## config.mk

```make
export PLATFORM = sky130hd
export DESIGN_NAME = addr_window_decoder
export DESIGN_NICKNAME = d
export VERILOG_FILES = /design/src/rtl/awd_pkg.sv /design/src/rtl/awd_regfile.sv /design/src/rtl/awd_match.sv /design/src/rtl/awd_select.sv /design/src/rtl/addr_window_decoder.sv
export SDC_FILE = /design/constraint.sdc
export NUM_CORES = 1
export LEC_CHECK = 0
export ABC_AREA = 0
export BUFFER_PORTS_ARGS = -buffer_cell sky130_fd_sc_hd__buf_4
export CAP_MARGIN = 25
export CORE_MARGIN = 2
export CORE_UTILIZATION = 25
export DETAILED_ROUTE_END_ITERATION = 6
export GPL_TIMING_DRIVEN = 0
export PLACE_DENSITY_LB_ADDON = 0.05
export SKIP_LAST_GASP = 1
export SYNTH_ARGS = -nofsm -noshare
export SYNTH_HDL_FRONTEND = slang
export SYNTH_SLANG_ARGS = --single-unit
export TNS_END_PERCENT = 30
```

## constraint.sdc

```tcl
create_clock -name clk -period 2.75 [get_ports clk]
set_input_delay 0.275 -clock clk [delete_from_list [all_inputs] [get_ports clk]]
set_output_delay 0.275 -clock clk [all_outputs]
set_load 0.05 [all_outputs]
```

## src/rtl/awd_pkg.sv

```systemverilog
package awd_pkg;
    // Register select map (fixed; the read and write ports decode it)
    localparam int SEL_CTRL  = 0;
    localparam int SEL_OVRD  = 1;
    localparam int SEL_WIN0  = 2;

    // Position of the per-window access fields inside the control word
    localparam int ACC_LSB   = 16;

    // Bit meaning inside one access field
    localparam int ACC_RD    = 0;
    localparam int ACC_WR    = 1;

    typedef logic [1:0]  acc_t;
    typedef logic [15:0] hi_t;
    typedef logic [7:0]  attr_t;
endpackage

```

## src/rtl/awd_regfile.sv

```systemverilog
// awd_regfile: holds the control word, the override word and, for each
// window, a base (upper half plus an attribute byte) and a size mask.
// Assumes one write per cycle, a synchronous active-low reset, and
// NUM_WIN <= 8 so that every access field fits in the control word.
module awd_regfile
    import awd_pkg::*;
#(
    parameter int NUM_WIN = 5,
    parameter int SEL_W   = 4
) (
    input  logic                    clk,
    input  logic                    rst_n,
    input  logic                    wr_en,
    input  logic [SEL_W-1:0]        wr_sel,
    input  logic [31:0]             wr_data,
    input  logic [SEL_W-1:0]        rd_sel,
    output logic [31:0]             rd_data,
    output logic [31:0]             ctrl_q,
    output logic [31:0]             ovrd_q,
    output hi_t   [NUM_WIN-1:0]     base_q,
    output attr_t [NUM_WIN-1:0]     attr_q,
    output hi_t   [NUM_WIN-1:0]     mask_q
);
    // Control word register
    always_ff @(posedge clk) begin
        if (!rst_n)
            ctrl_q <= '0;
        else if (wr_en && wr_sel == SEL_W'(SEL_CTRL))
            ctrl_q <= wr_data;
    end

    // Override word register
    always_ff @(posedge clk) begin
        if (!rst_n)
            ovrd_q <= '0;
        else if (wr_en && wr_sel == SEL_W'(SEL_OVRD))
            ovrd_q <= wr_data;
    end

    for (genvar i = 0; i < NUM_WIN; i++) begin : g_win
        localparam int BASE_SEL = SEL_WIN0 + 2 * i;
        localparam int SIZE_SEL = SEL_WIN0 + 2 * i + 1;

        // Base and attribute of window i
        always_ff @(posedge clk) begin
            if (!rst_n) begin
                base_q[i] <= '0;
                attr_q[i] <= '0;
            end else if (wr_en && wr_sel == SEL_W'(BASE_SEL)) begin
                base_q[i] <= wr_data[31:16];
                attr_q[i] <= wr_data[15:8];
            end
        end

        // Size mask of window i
        always_ff @(posedge clk) begin
            if (!rst_n)
                mask_q[i] <= '0;
            else if (wr_en && wr_sel == SEL_W'(SIZE_SEL))
                mask_q[i] <= wr_data[31:16];
        end
    end

    // Read mux; unmapped selects return zero
    always_comb begin
        rd_data = '0;
        if (rd_sel == SEL_W'(SEL_CTRL))
            rd_data = ctrl_q;
        else if (rd_sel == SEL_W'(SEL_OVRD))
            rd_data = ovrd_q;
        for (int i = 0; i < NUM_WIN; i++) begin
            if (rd_sel == SEL_W'(SEL_WIN0 + 2 * i))
                rd_data = {base_q[i], attr_q[i], 8'h00};
            if (rd_sel == SEL_W'(SEL_WIN0 + 2 * i + 1))
                rd_data = {mask_q[i], 16'h0000};
        end
    end
endmodule

```

## src/rtl/awd_match.sv

```systemverilog
// awd_match: compares the upper address half against every window and
// returns one match bit per window. A set mask bit drops that address bit
// from the compare. Assumes the masks are already aligned to bits [31:16].
module awd_match
    import awd_pkg::*;
#(
    parameter int NUM_WIN = 5
) (
    input  hi_t                     addr_hi,
    input  logic [NUM_WIN-1:0]      win_en,
    input  hi_t   [NUM_WIN-1:0]     base_q,
    input  hi_t   [NUM_WIN-1:0]     mask_q,
    output logic  [NUM_WIN-1:0]     match
);
    for (genvar i = 0; i < NUM_WIN; i++) begin : g_cmp
        // Masked equality compare for window i
        always_comb begin
            match[i] = win_en[i] && (((addr_hi ^ base_q[i]) & ~mask_q[i]) == '0);
        end
    end
endmodule

```

## src/rtl/awd_select.sv

```systemverilog
// awd_select: picks the lowest-numbered matching window, forwards its
// attribute, and checks its access field against the lookup direction.
// Assumes one match bit per window; every output is zero on a miss.
module awd_select
    import awd_pkg::*;
#(
    parameter int NUM_WIN = 5,
    parameter int IDX_W   = 3
) (
    input  logic  [NUM_WIN-1:0]     match,
    input  attr_t [NUM_WIN-1:0]     attr_q,
    input  acc_t  [NUM_WIN-1:0]     acc,
    input  logic                    is_write,
    output logic                    hit,
    output logic  [IDX_W-1:0]       win,
    output attr_t                   attr,
    output logic                    prot_err
);
    acc_t sel_acc;

    // Priority encode: scan downward so the lowest index is assigned last
    always_comb begin
        hit     = 1'b0;
        win     = '0;
        attr    = '0;
        sel_acc = '0;
        for (int i = NUM_WIN - 1; i >= 0; i--) begin
            if (match[i]) begin
                hit     = 1'b1;
                win     = IDX_W'(i);
                attr    = attr_q[i];
                sel_acc = acc[i];
            end
        end
    end

    // Permission check for the chosen window
    always_comb begin
        prot_err = hit && (is_write ? !sel_acc[ACC_WR] : !sel_acc[ACC_RD]);
    end
endmodule

```

## src/rtl/addr_window_decoder.sv

```systemverilog
// addr_window_decoder: top level. Contains the register file and a
// combinational lookup path (masked match, then priority select, then
// permission check). Assumes 2 <= NUM_WIN <= 8 and a SEL_W wide enough
// for 2 + 2*NUM_WIN selects.
module addr_window_decoder
    import awd_pkg::*;
#(
    parameter int NUM_WIN = 5,
    parameter int SEL_W   = $clog2(SEL_WIN0 + 2 * NUM_WIN),
    parameter int IDX_W   = $clog2(NUM_WIN)
) (
    input  logic                clk,
    input  logic                rst_n,
    input  logic                wr_en,
    input  logic [SEL_W-1:0]    wr_sel,
    input  logic [31:0]         wr_data,
    input  logic [SEL_W-1:0]    rd_sel,
    output logic [31:0]         rd_data,
    input  logic [31:0]         lk_addr,
    input  logic                lk_write,
    output logic                lk_hit,
    output logic                lk_miss,
    output logic [IDX_W-1:0]    lk_win,
    output logic [7:0]          lk_attr,
    output logic                lk_prot_err
);
    logic [31:0]          ctrl_q;
    logic [31:0]          ovrd_q;
    hi_t   [NUM_WIN-1:0]  base_q;
    attr_t [NUM_WIN-1:0]  attr_q;
    hi_t   [NUM_WIN-1:0]  mask_q;
    logic  [NUM_WIN-1:0]  win_en;
    acc_t  [NUM_WIN-1:0]  acc;
    logic  [NUM_WIN-1:0]  match;

    awd_regfile #(.NUM_WIN(NUM_WIN), .SEL_W(SEL_W)) u_regs (
        .clk     (clk),
        .rst_n   (rst_n),
        .wr_en   (wr_en),
        .wr_sel  (wr_sel),
        .wr_data (wr_data),
        .rd_sel  (rd_sel),
        .rd_data (rd_data),
        .ctrl_q  (ctrl_q),
        .ovrd_q  (ovrd_q),
        .base_q  (base_q),
        .attr_q  (attr_q),
        .mask_q  (mask_q)
    );

    // Split the control word into enable bits and access fields
    always_comb begin
        for (int i = 0; i < NUM_WIN; i++) begin
            win_en[i] = ctrl_q[i];
            acc[i]    = ctrl_q[ACC_LSB + 2 * i +: 2];
        end
    end

    awd_match #(.NUM_WIN(NUM_WIN)) u_match (
        .addr_hi (lk_addr[31:16]),
        .win_en  (win_en),
        .base_q  (base_q),
        .mask_q  (mask_q),
        .match   (match)
    );

    awd_select #(.NUM_WIN(NUM_WIN), .IDX_W(IDX_W)) u_sel (
        .match    (match),
        .attr_q   (attr_q),
        .acc      (acc),
        .is_write (lk_write),
        .hit      (lk_hit),
        .win      (lk_win),
        .attr     (lk_attr),
        .prot_err (lk_prot_err)
    );

    // Miss flag is the complement of the hit flag
    always_comb lk_miss = !lk_hit;

    logic unused_ovrd;
    always_comb unused_ovrd = ^ovrd_q;
endmodule

```

# Yosys cells after proc, flatten, opt, wreduce, memory -nomap -nowiden
# Index checks and enable logic that the tools add are counted.
# classes
n_eq_ne,22
n_mux,33
n_bitwise,15
n_reduce_logical,28
# ops
cell,count
two-way mux 32 bit,12
bitwise AND 16 bit,5
zero test 16 bit,5
inverter 16 bit,5
bitwise XOR 16 bit,5
two-way mux 8 bit,5
equality test 4 x 3 -> 1 bit (second input constant),8
equality test 4 bit (second input constant),8
logical AND 1 bit,18
equality test 4 x 2 -> 1 bit (second input constant),4
two-way mux 3 bit,5
two-way mux 2 bit,5
equality test 4 x 1 -> 1 bit (second input constant),2
zero test 4 bit,2
two-way mux 1 bit,6
zero test 1 bit,3
# totals
regBits,264
input_bits,76
out_inout_bits,46
wordCells,115

# Depth between registers and ports, before layout
# Gate-level depths: netlist of run 1.
# logic_depth
ltp_word,13
mapped_depth,11

# Hierarchy
# From an unflattened synthesis of run 1, not the netlist that was laid out.
# unflattened
cells_unflattened,1816
hier_area_um2,14141.1
# by_module_without_submodules
mod,n_inst,cells_per_inst,area_each_um2
awd_regfile,1,1583,12415.7
awd_match,1,160,1219.9
awd_select,1,72,501.7
addr_window_decoder,1,1,3.8

# Worst setup path before layout of run 1
# Ideal clock, no wire load.
# synth_timing
kind,input port to output port
from,in rd_sel[1]
to,out rd_data[19]
t_arrival_ps,2786
required_ps,2475
path_slack_ps,-311
stages,7
path_buffers,2
path_cell_list,clkbuf_1 -> nor4b_1 -> clkbuf_1 -> a22oi_1 -> a31oi_1 -> nor2_1 -> o21ai_0
# synth_between
elab_chain_len,13
elab_cells_between_ends,24
cone_classes,11 x eq/ne; 12 x mux; 1 x reduce/logical
# synth_lines
item,line_no,text
"start, declared",addr_window_decoder.sv:17,"input logic [SEL_W-1:0] rd_sel,"
equality test 4 x 1 -> 1 bit,awd_regfile.sv:69,else if (rd_sel == SEL_W'(SEL_OVRD))
two-way mux 32 bit,awd_regfile.sv:69,
two-way mux 32 bit,awd_regfile.sv:67,if (rd_sel == SEL_W'(SEL_CTRL))
two-way mux 32 bit,awd_regfile.sv:72,if (rd_sel == SEL_W'(SEL_WIN0 + 2 * i))
two-way mux 32 bit,awd_regfile.sv:74,if (rd_sel == SEL_W'(SEL_WIN0 + 2 * i + 1))
two-way mux 32 bit,awd_regfile.sv:72,
two-way mux 32 bit,awd_regfile.sv:74,
two-way mux 32 bit,awd_regfile.sv:72,
two-way mux 32 bit,awd_regfile.sv:74,
two-way mux 32 bit,awd_regfile.sv:72,
two-way mux 32 bit,awd_regfile.sv:74,
two-way mux 32 bit,awd_regfile.sv:72,
two-way mux 32 bit *,awd_regfile.sv:74,
"end, declared",addr_window_decoder.sv:18,"output logic [31:0] rd_data,"
# Mark *: on every way between the ends. The rest lies on a longest branch, timed or not.

# Worst setup path after layout of run 1
# layout_timing
from,reg u_regs.base_q[37] in the netlist's numbering
to,out lk_prot_err
# layout_between
elab_chain_len,10
elab_cells_between_ends,14
cone_classes,7 x mux; 2 x bitwise; 5 x reduce/logical
# layout_lines
item,line_no,text
"start, declared",awd_regfile.sv:20,"output hi_t [NUM_WIN-1:0] base_q,"
"start signal, assigned by index",awd_regfile.sv:50,base_q[i] <= wr_data[31:16];
bitwise XOR 16 bit *,awd_match.sv:18,match[i] = win_en[i] && (((addr_hi ^ base_q[i]) & ~mask_q[i]) == '0);
bitwise AND 16 bit *,awd_match.sv:18,
zero test 16 bit *,awd_match.sv:18,
logical AND 1 bit *,awd_match.sv:18,
two-way mux 2 bit (3 in series),awd_select.sv:28,if (match[i]) begin
zero test 1 bit,awd_select.sv:39,prot_err = hit && (is_write ? !sel_acc[ACC_WR] : !sel_acc[ACC_RD]);
two-way mux 1 bit,awd_select.sv:39,
logical AND 1 bit *,awd_select.sv:39,
"end, declared",addr_window_decoder.sv:25,output logic lk_prot_err
# Marks and branches as above.

==> results of run 1 <==
stage by stage:
step           cells  hold slack, ps  util (%)
6_report        2573           18.32     31.71
5_1_grt         2571           13.39     31.70
4_1_cts         2567           3.062     31.47
3_5_place_dp    2474           460.1     28.30
3_3_place_gp    2468           450.2     28.17
2_1_floorplan   1694           419.9         -
tightest hold or removal path, delay by kind of cell:
| kind | cells | cell delay, ps |
|---|---|---|
| buf+inv | 1 | 130 |
| simple gates | 1 | 50 |
| compound gates | 1 | 60 |
metal layers:
layer	part of all wire (%)	up-vias
met1	47	6399
li1	-	6132
met3	4.9	61
met2	47	368
met5	0	-
met4	1.6	0
registers in the layout, indices dropped and copies added, names as in the netlist:
register / flops
u_regs.ctrl_q: 32
u_regs.base_q: 80
u_regs.ovrd_q: 32
u_regs.attr_q: 40
u_regs.mask_q: 80
Yosys cell counts, types with 2 or more instances:
library cell and count:
nand3b_1 2, nor4_1 4, o221ai_1 13, nor3_1 17
o32a_1 4, a22oi_1 56, a31oi_1 6, clkbuf_1 112
a222oi_1 10, nor3b_1 7, mux2i_1 5, dfxtp_1 264
or2_2 2, nor2_1 43, nand2_1 577, a221oi_1 4
mux2_2 8, buf_2 15, xnor2_1 77, and3b_1 3
o211ai_1 4, a21oi_1 17, buf_1 10, nand3_1 27
o21ai_0 28, nor2b_1 6, and2_1 2, a21o_1 2
xnor2_2 3, nand2b_1 8, o21ai_1 2, buf_6 5
a22o_1 11, a211o_1 6, mux4_2 9, o22ai_1 38
a21boi_0 265, nor4_4 2, inv_1 6
what timing repair did:
item                                    4_1_cts  5_1_grt
hold buffers                                 16        0
endpoints found under the setup margin       46       37
setup buffers                                13        5
hold endpoints to repair                     30        0
gates resized for setup                      81       26
pin swaps                                    24        6
how the worst max path moves through the flow:
stage	startpoint	slack, ps	cells past startpoint	endpoint
6_report	u_regs.base_q[37]	-730	10	lk_prot_err
5_1_grt	u_regs.base_q[37]	-800	12	lk_attr[6]
4_1_cts	u_regs.base_q[37]	-710	10	lk_prot_err
3_5_place_dp	rd_sel[0]	-1230	11	rd_data[20]
3_3_place_gp	rd_sel[0]	-1600	10	rd_data[20]
2_1_floorplan	rd_sel[1]	-190	8	rd_data[20]
cell type report:
| class | instances | area, sq um | share of cell area, % |
|---|---|---|---|
| buffer | 141 | 658.1 | 3.942 |
| sequential | 264 | 5309 | 31.79 |
| timing repair buffer | 125 | 1037 | 6.212 |
| clock buffer | 55 | 1074 | 6.429 |
| multi-input combinational | 1282 | 7669 | 45.93 |
| tap | 688 | 860.8 | 5.155 |
| inverter | 6 | 22.52 | 0.1349 |
| antenna | 2 | 5.005 | 0.02997 |
| clock inverter | 10 | 62.56 | 0.3747 |
power breakdown:
group          leakage (nW)  internal, mW  switching (mW)
combinational          2.83         0.330           0.633
sequential             2.14          3.87          0.0541
clock                 0.558          2.70            1.92
total                  5.53          6.90            2.60
cell families after synthesis:
| logic type | after synthesis | share of synthesized area [%] |
|---|---|---|
| buf+inv | 148 | 4.593 |
| flops | 264 | 39.68 |
| xor+xnor | 80 | 5.429 |
| compound gates | 469 | 25.76 |
| mux | 22 | 2.574 |
| simple gates | 711 | 21.97 |
cells in the final DEF (no fill, tap or decap), drive strengths merged, types with 6 or more instances in the layout:
master / count
a222oi: 10
a21oi: 17
nand2b: 8
nand3: 27
o221ai: 13
mux2: 8
o22ai: 38
dlygate4sd3: 16
nor2: 44
a22oi: 56
clkbuf: 167
nor3: 17
a21boi: 265
o21ai: 30
nand2: 577
mux4: 9
buf: 137
nor3b: 7
nor4: 6
xnor2: 80
nor2b: 6
dfxtp: 264
a211o: 6
clkinv: 6
inv: 8
a22o: 11
a31oi: 6
==> flow_summary.json, run 1 <==
{
  "dpl-instance-area_sq_um": 14900,
  "drt_wl_total_um": 64620,
  "dp_hpwl_um": 50370,
  "p_leak_nw": 5.527,
  "seq_area_frac_synth_pct": 39.68,
  "synth_top_area_cell": "dfxtp_1",
  "ys_top_cells_by_area": "dfxtp_1 40%, nand2_1 16%, a21boi_0 15%",
  "arrival_ps": 3210,
  "crit_path_start_kind": "flip-flop",
  "die-area_sq_um": 55140,
  "grt_pass1_wl_um": 91870,
  "route.detailed.drc": 0,
  "required_ps": 2480,
  "use_met2_pct": 37.67,
  "timing.rr.end": "u_regs.ctrl_q[1]",
  "max_slew_margin_pct": 38.16,
  "grt_setup_unrepaired": "yes",
  "cts_sinks": 264,
  "met1_usage_pct": 31.62,
  "drv_slew": 0,
  "ir_worst_vdd_mv": 0.3357,
  "antenna_found_initial": 2,
  "cpPeakStageDelay_ps": 550,
  "start_util_pct": 25.30,
  "vias": 12960,
  "power_mw": 9.504,
  "rr_startpoint": "u_regs.ctrl_q[1]",
  "hold_class": "in -> reg",
  "area_growth_syn_to_layout_pct": 25.35,
  "violations": "negative setup slack",
  "ys.warnings.count": 0,
  "synth-seq-cells": 264,
  "cts_buffers": 36,
  "syn_area_sq_um": 13320,
  "cts_tree": "yes",
  "fin_crit_ps": 3480,
  "whs_path_depth": 3,
  "min_from": "wr_data[22]",
  "grtUsageMet3_pct": 3.231,
  "outcome": "finished, violations left",
  "fp.dieW_um": 234.8,
  "crit_buf_inv": 2,
  "clkLatencyLatePin_ps": 550,
  "clock_skew_ps": 0,
  "drt_iter0_markers": 947,
  "core_sq_um": 52660,
  "critPathCaptureType": "output port",
  "grt_pass1_vias": 12510,
  "grt_use_total_pct": 22.85,
  "ios": 122,
  "clk_path_buf_depth": 3,
  "firstDrtPassIters": 5,
  "r2r_slack_ps": 1890,
  "syn_nets": 1770,
  "finalSetupViolations": 34,
  "fill_cells": 5662,
  "rr_worst_depth": 2,
  "final_area_sq_um": 16700,
  "rows": 84,
  "worst_hold_path.endpoint": "u_regs.mask_q[38]",
  "synth-main-ff-cell": "dfxtp_1",
  "synthCells": 1694,
  "path_max_fanout": 6,
  "gp_congestion": 0.8599,
  "busiest_layer": "met2",
  "powerDensity_nw_per_um2": 569.2,
  "nNetsFinal": 1932,
  "worstMarginPinSlew_ps": 927.6,
  "syn_avg_cell_area_sq_um": 7.863,
  "drive_gt1_share_pct": 15.14,
  "vias_per_cell": 5.037,
  "cap_viol_max_count": 0,
  "clockRootBuffer": "clkbuf_16",
  "synth-edff-count": 0,
  "async_reset_ff_share_pct": 0,
  "pre_cts_ws_ps": -1225,
  "portBuffers": 86,
  "max_freq_mhz": 287.3,
  "clkSlewWorstSetupHoldPaths_ps": 60,
  "die_h_um": 234.8,
  "hold_violations": 0,
  "post_drt_wl_per_cell_um": 25.12,
  "timing.final.crit_share_pct": 126.6,
  "crit_chain": "xnor2_2, o22ai_1, or4_4, nor4_4, buf_6, a21o_1, o21ai_2, a22o_1, a221o_2, buf_8",
  "grt_overflow": 0,
  "postRouteAntennaNets": 0,
  "yosys.area.top_type_share_pct": 39.68,
  "cp_top_family": "compound AO/OA/AOI/OAI gates",
  "worstSetupPathType": "reg -> out",
  "cp_slowest_cell": "or4_4",
  "grt_start_max_net_pins": 12,
  "setup_ws_ps": -730.3,
  "htree_levels": 2,
  "fin_tns_setup_ps": -10060,
  "ys_types": 53
}
No activity file was read; power rests on OpenSTA's default activity.
==> inputs of run 2 (changes only) <==
- SETUP_SLACK_MARGIN: unset -> 0.4
==> flow_summary.json, run 2 (synthesis results as in run 1) <==
{
  "cts_buffers": 36,
  "rr_worst_depth": 2,
  "setup_ws_ps": -727.3,
  "ir_worst_vdd_mv": 0.3381,
  "arrival_ps": 3200,
  "cp-startpoint": "u_regs.mask_q[33]",
  "grt_pass1_vias": 12750,
  "crit_end": "lk_prot_err",
  "power_mw": 9.725,
  "final_area_sq_um": 17330,
  "hold_violations": 0,
  "route.detailed.drc": 0,
  "finish.utilization_pct": 32.92,
  "cts_tree": "yes",
  "finalSetupViolations": 25,
  "clk_path_buf_depth": 3,
  "clkLatencyLatePin_ps": 540,
  "drv_slew": 0,
  "cap_viol_max_count": 0,
  "grt_pass1_wl_um": 93580,
  "start_util_pct": 25.30,
  "most-common-layout-cells": "574 x nand2_1, 265 x a21boi_0, 244 x dfxtp_1",
  "drt_iter0_markers": 839,
  "grt_use_total_pct": 23.24,
  "vias_per_cell": 5.039,
  "grt_setup_unrepaired": "yes",
  "dp_cells": 2473,
  "postRouteAntennaNets": 0,
  "worstMarginPinSlew_ps": 977.8,
  "worstSetupPathType": "reg -> out",
  "nNetsFinal": 1953,
  "fill_cells": 5590,
  "gp_congestion": 0.8546,
  "die_h_um": 234.8,
  "drive_gt1_share_pct": 18.06,
  "final_common_cell": "nand2_1",
  "fin_crit_ps": 3477,
  "violations": "negative setup slack",
  "fp.dieW_um": 234.8,
  "drt_wl_total_um": 65170,
  "grt_overflow": 0,
  "instances_no_fill": 2587,
  "cts_sinks": 264,
  "diodes": 0,
  "firstDrtPassIters": 5,
  "crit_path_start_kind": "flip-flop",
  "max_freq_mhz": 287.6,
  "die-area_sq_um": 55140,
  "area_growth_syn_to_layout_pct": 30.11,
  "rr_startpoint": "u_regs.ctrl_q[3]",
  "powerDensity_nw_per_um2": 561.1,
  "clkSlewWorstSetupHoldPaths_ps": 60,
  "dpl-instance-area_sq_um": 15010,
  "hold_class": "in -> reg",
  "htree_levels": 2,
  "rows": 84,
  "fin_tns_setup_ps": -8912,
  "p_leak_nw": 5.796,
  "timing.final.crit_share_pct": 126.4,
  "max_slew_margin_pct": 34.31,
  "critPathCaptureType": "output port",
  "required_ps": 2480,
  "clockRootBuffer": "clkbuf_16",
  "reg_top3": "u_regs.base_q: 80 flops, u_regs.mask_q: 80 flops, u_regs.attr_q: 40 flops",
  "post_drt_wl_per_cell_um": 25.19,
  "grt_start_max_net_pins": 12,
  "core_sq_um": 52660,
  "clock_skew_ps": 0,
  "antenna_found_initial": 1,
  "timing.rr.end": "u_regs.ctrl_q[3]",
  "dp_hpwl_um": 50390,
  "outcome": "finished, violations left",
  "ios": 122,
  "vias": 13040,
  "portBuffers": 86,
  "path_max_fanout": 5,
  "r2r_slack_ps": 1870
}
## run 2: cell types whose count changed in the layout (fill, tap and decap cells not counted), sizes merged
cell           delta
clkbuf            -5
buf              +19
dlygate4sd3       +5
clkinvlp          -2
diode             -2
inv               +1
bufinv            +3
clkdlybuf4s15     -1
clkinv            -4
## run 2: final cells by class
type,count,area [sq um],share of cell area [%]
buffer,142,762.0,4.396
clock buffer,52,1042,6.014
clock inverter,8,126.4,0.7291
inverter,6,25.02,0.1444
multi-input combinational,1282,7915,45.67
sequential,264,5318,30.68
tap,688,860.8,4.967
timing repair buffer,145,1282,7.400
## run 2: repair_timing
item / 4_1_cts / 5_1_grt
setup buffers: 24 / 8
hold buffers: 21 / 0
resized for setup: 133 / 63
cloned: 1 / 0
endpoints found under the setup margin: 46 / 46
pin swaps: 21 / 21
hold endpoints to repair: 38 / 0
## run 2: power breakdown
group | switching [mW] | leakage, nW | total (mW) | internal [mW]
clock | 1.88 | 0.574 | 4.79 | 2.91
sequential | 0.0555 | 2.14 | 3.93 | 3.87
combinational | 0.649 | 3.08 | 1.01 | 0.358
## run 2: metrics by stage
stage	hold slack, ps	setup slack, ps
6_report	27.16	-727.3
5_1_grt	19.14	-799.0
4_1_cts	1.232	-698.5
3_5_place_dp	459.6	-1309
3_3_place_gp	450.7	-1716
2_1_floorplan	419.9	-41.95
## run 2: worst min-delay path by stage
stage | slack, ps | endpoint | cells past startpoint | startpoint
detailed placement | 460 | u_regs.ctrl_q[6] | 2 | u_regs.ctrl_q[6]
global placement | 450 | u_regs.ovrd_q[4] | 2 | u_regs.ovrd_q[4]
finish | 30 | u_regs.base_q[62] | 3 | wr_data[30]
CTS | 1 | u_regs.base_q[53] | 3 | wr_data[21]
global route | 20 | u_regs.mask_q[37] | 3 | wr_data[21]
floorplan | 420 | u_regs.attr_q[0] | 2 | wr_data[8]
## run 2: worst max-delay path: stages (launching register included)
cell,delay (ps)
dfxtp_1,480
o22ai_2,130
or4_4,560
nor4_4,270
buf_6,180
a21o_1,140
o21ai_2,100
a22o_1,230
a221o_2,380
buf_8,170
## run 2: per-layer routing
layer  GRT usage [%]  vias up  part of all wire, %
met4           5.255        0                  1.8
li1                -     6171                    -
met5               0        -                    0
met2           38.23      336                   47
met1           32.25     6474                   46
met3           3.078       56                  4.5
==> inputs of run 3 (changes only) <==
- CELL_PAD_IN_SITES_DETAIL_PLACEMENT: unset -> 2
- CELL_PAD_IN_SITES_GLOBAL_PLACEMENT: unset -> 2
- REMOVE_ABC_BUFFERS: unset -> 1
==> flow_summary.json, run 3 (synthesis results as in run 1) <==
{
  "grt_start_max_net_pins": 153,
  "min_from": "wr_data[13]",
  "final_area_sq_um": 17280,
  "timing.rr.end": "u_regs.ctrl_q[1]",
  "max_freq_mhz": 282.2,
  "powerDensity_nw_per_um2": 568.2,
  "die-area_sq_um": 55140,
  "switchingPower_mw": 2.605,
  "clock_skew_ps": 0,
  "portBuffers": 105,
  "required_ps": 2480,
  "nNetsFinal": 1862,
  "antenna_found_initial": 0,
  "pwr-share-comb_pct": 10.2,
  "swShare_pct": 26.54,
  "drive_gt1_share_pct": 18.63,
  "grt_overflow": 0,
  "worstSetupPathType": "reg -> out",
  "htree_levels": 2,
  "path_max_fanout": 4,
  "most-common-layout-cells": "570 x nand2_1, 265 x a21boi_0, 256 x dfxtp_1",
  "pre_cts_ws_ps": -1296,
  "finalSetupViolations": 14,
  "clockPowerShare_pct": 49.9,
  "drv_slew": 0,
  "arrival_ps": 3270,
  "clk_path_buf_depth": 3,
  "clkSlewWorstSetupHoldPaths_ps": 60,
  "crit_end": "lk_prot_err",
  "grt_use_total_pct": 24.08,
  "drt_wl_total_um": 66830,
  "dp_hpwl_um": 45370,
  "fin_tns_setup_ps": -9199,
  "ios": 122,
  "diodes": 0,
  "cts_sinks": 264,
  "rr_worst_depth": 2,
  "grt_pass1_vias": 14010,
  "seqPwrFrac_pct": 39.9,
  "drt_iter0_markers": 718,
  "ir_worst_vdd_mv": 0.3498,
  "postRouteAntennaNets": 0,
  "cts_tree": "yes",
  "die_h_um": 234.8,
  "grt_setup_unrepaired": "yes",
  "cp-startpoint": "u_regs.base_q[36]",
  "critPathCaptureType": "output port",
  "setup_ws_ps": -793.4,
  "core_sq_um": 52660,
  "rr_startpoint": "u_regs.ctrl_q[1]",
  "worstMarginPinSlew_ps": 1036,
  "timing.final.crit_share_pct": 128.9,
  "max_slew_margin_pct": 30.72,
  "dpl-instance-area_sq_um": 15200,
  "violations": "negative setup slack",
  "crit_path_start_kind": "flip-flop",
  "vias_per_cell": 5.186,
  "final_common_cell": "nand2_1",
  "fp.dieW_um": 234.8,
  "instances_no_fill": 2497,
  "cts_buffers": 37,
  "outcome": "finished, violations left",
  "start_util_pct": 25.30,
  "route.detailed.drc": 0,
  "dp_cells": 2395,
  "p_leak_nw": 5.846,
  "multi_input_area_sq_um": 7824,
  "reg_top3": "u_regs.base_q: 80 flops, u_regs.mask_q: 80 flops, u_regs.attr_q: 40 flops",
  "power_mw": 9.815,
  "post_drt_wl_per_cell_um": 26.76,
  "regArea_sq_um": 5295,
  "rows": 84,
  "gp_congestion": 0.7395,
  "r2r_slack_ps": 1900,
  "fin_crit_ps": 3543,
  "hold_violations": 0,
  "hold_class": "in -> reg",
  "p_int_mw": 7.211,
  "firstDrtPassIters": 5,
  "clkLatencyLatePin_ps": 550,
  "clockRootBuffer": "clkbuf_16",
  "fill_cells": 5888,
  "cap_viol_max_count": 0,
  "vias": 12950,
  "grt_pass1_wl_um": 98390,
  "area_growth_syn_to_layout_pct": 29.69
}
run 3: cell types whose count changed in the layout (fill, tap and decap cells not counted), sizes merged:
cell and change:
clkbuf -104, buf +23, dlygate4sd3 -8, bufbuf +3
bufinv -2, inv -2
run 3: per-layer routing:
metal  wire length [um]  GRT usage, %  vias up
met2              32990         42.37      191
met3               1748         2.643       63
met4               1444         6.195        0
met5                  0             0        -
li1                   -             -     5985
met1              30650         31.22     6710
run 3: cell type report:
| type | instances | share of cell area (%) |
|---|---|---|
| Timing Repair Buffer | 195 | 11.96 |
| Multi-Input combinational cell | 1282 | 45.29 |
| Clock buffer | 58 | 6.700 |
| Tap cell | 688 | 4.983 |
| Clock inverter | 4 | 0.2825 |
| Inverter | 6 | 0.1304 |
| Sequential cell | 264 | 30.65 |
run 3: per-stage QoR:
stage,hold slack [ps],util [%]
floorplan,419.9,-
global placement,455.1,27.31
detailed placement,463.1,28.87
CTS,4.252,32.65
global route,37.71,32.81
finish,38.43,32.81
run 3: timing repair:
item,in CTS,in global routing
gates cloned,3,0
pin swaps,28,16
setup endpoints to repair,46,36
buffers inserted,23,1
hold buffers,13,0
endpoints found under the hold margin,24,0
gates resized for setup,83,15
run 3: critical path: stages, from the launching register on:
cell	delay, ps
dfxtp_2	330
xnor2_2	210
o22ai_2	120
or4_4	580
nor4_4	260
buf_4	180
buf_6	100
a21o_1	140
o21ai_2	70
a22o_1	210
a221o_1	330
buf_6	170
run 3: how the worst min path moves through the flow:
stage / end / slack, ps / cells after the start
6_report: u_regs.ovrd_q[13] / 40 / 3
5_1_grt: u_regs.attr_q[18] / 40 / 3
4_1_cts: u_regs.attr_q[5] / 4 / 3
3_5_place_dp: u_regs.ctrl_q[9] / 460 / 2
3_3_place_gp: u_regs.ctrl_q[30] / 460 / 2
2_1_floorplan: u_regs.attr_q[0] / 420 / 2
run 3: power groups by stage:
stage | Clock (mW) | Sequential (mW) | Combinational, mW
2_1_floorplan | 0 | 3.99 | 0.374
6_report | 4.90 | 3.92 | 0.999
4_1_cts | 5.02 | 3.92 | 1.01
3_5_place_dp | 0 | 4.00 | 0.921
5_1_grt | 5.17 | 3.92 | 1.06
3_3_place_gp | 0 | 4.00 | 0.871
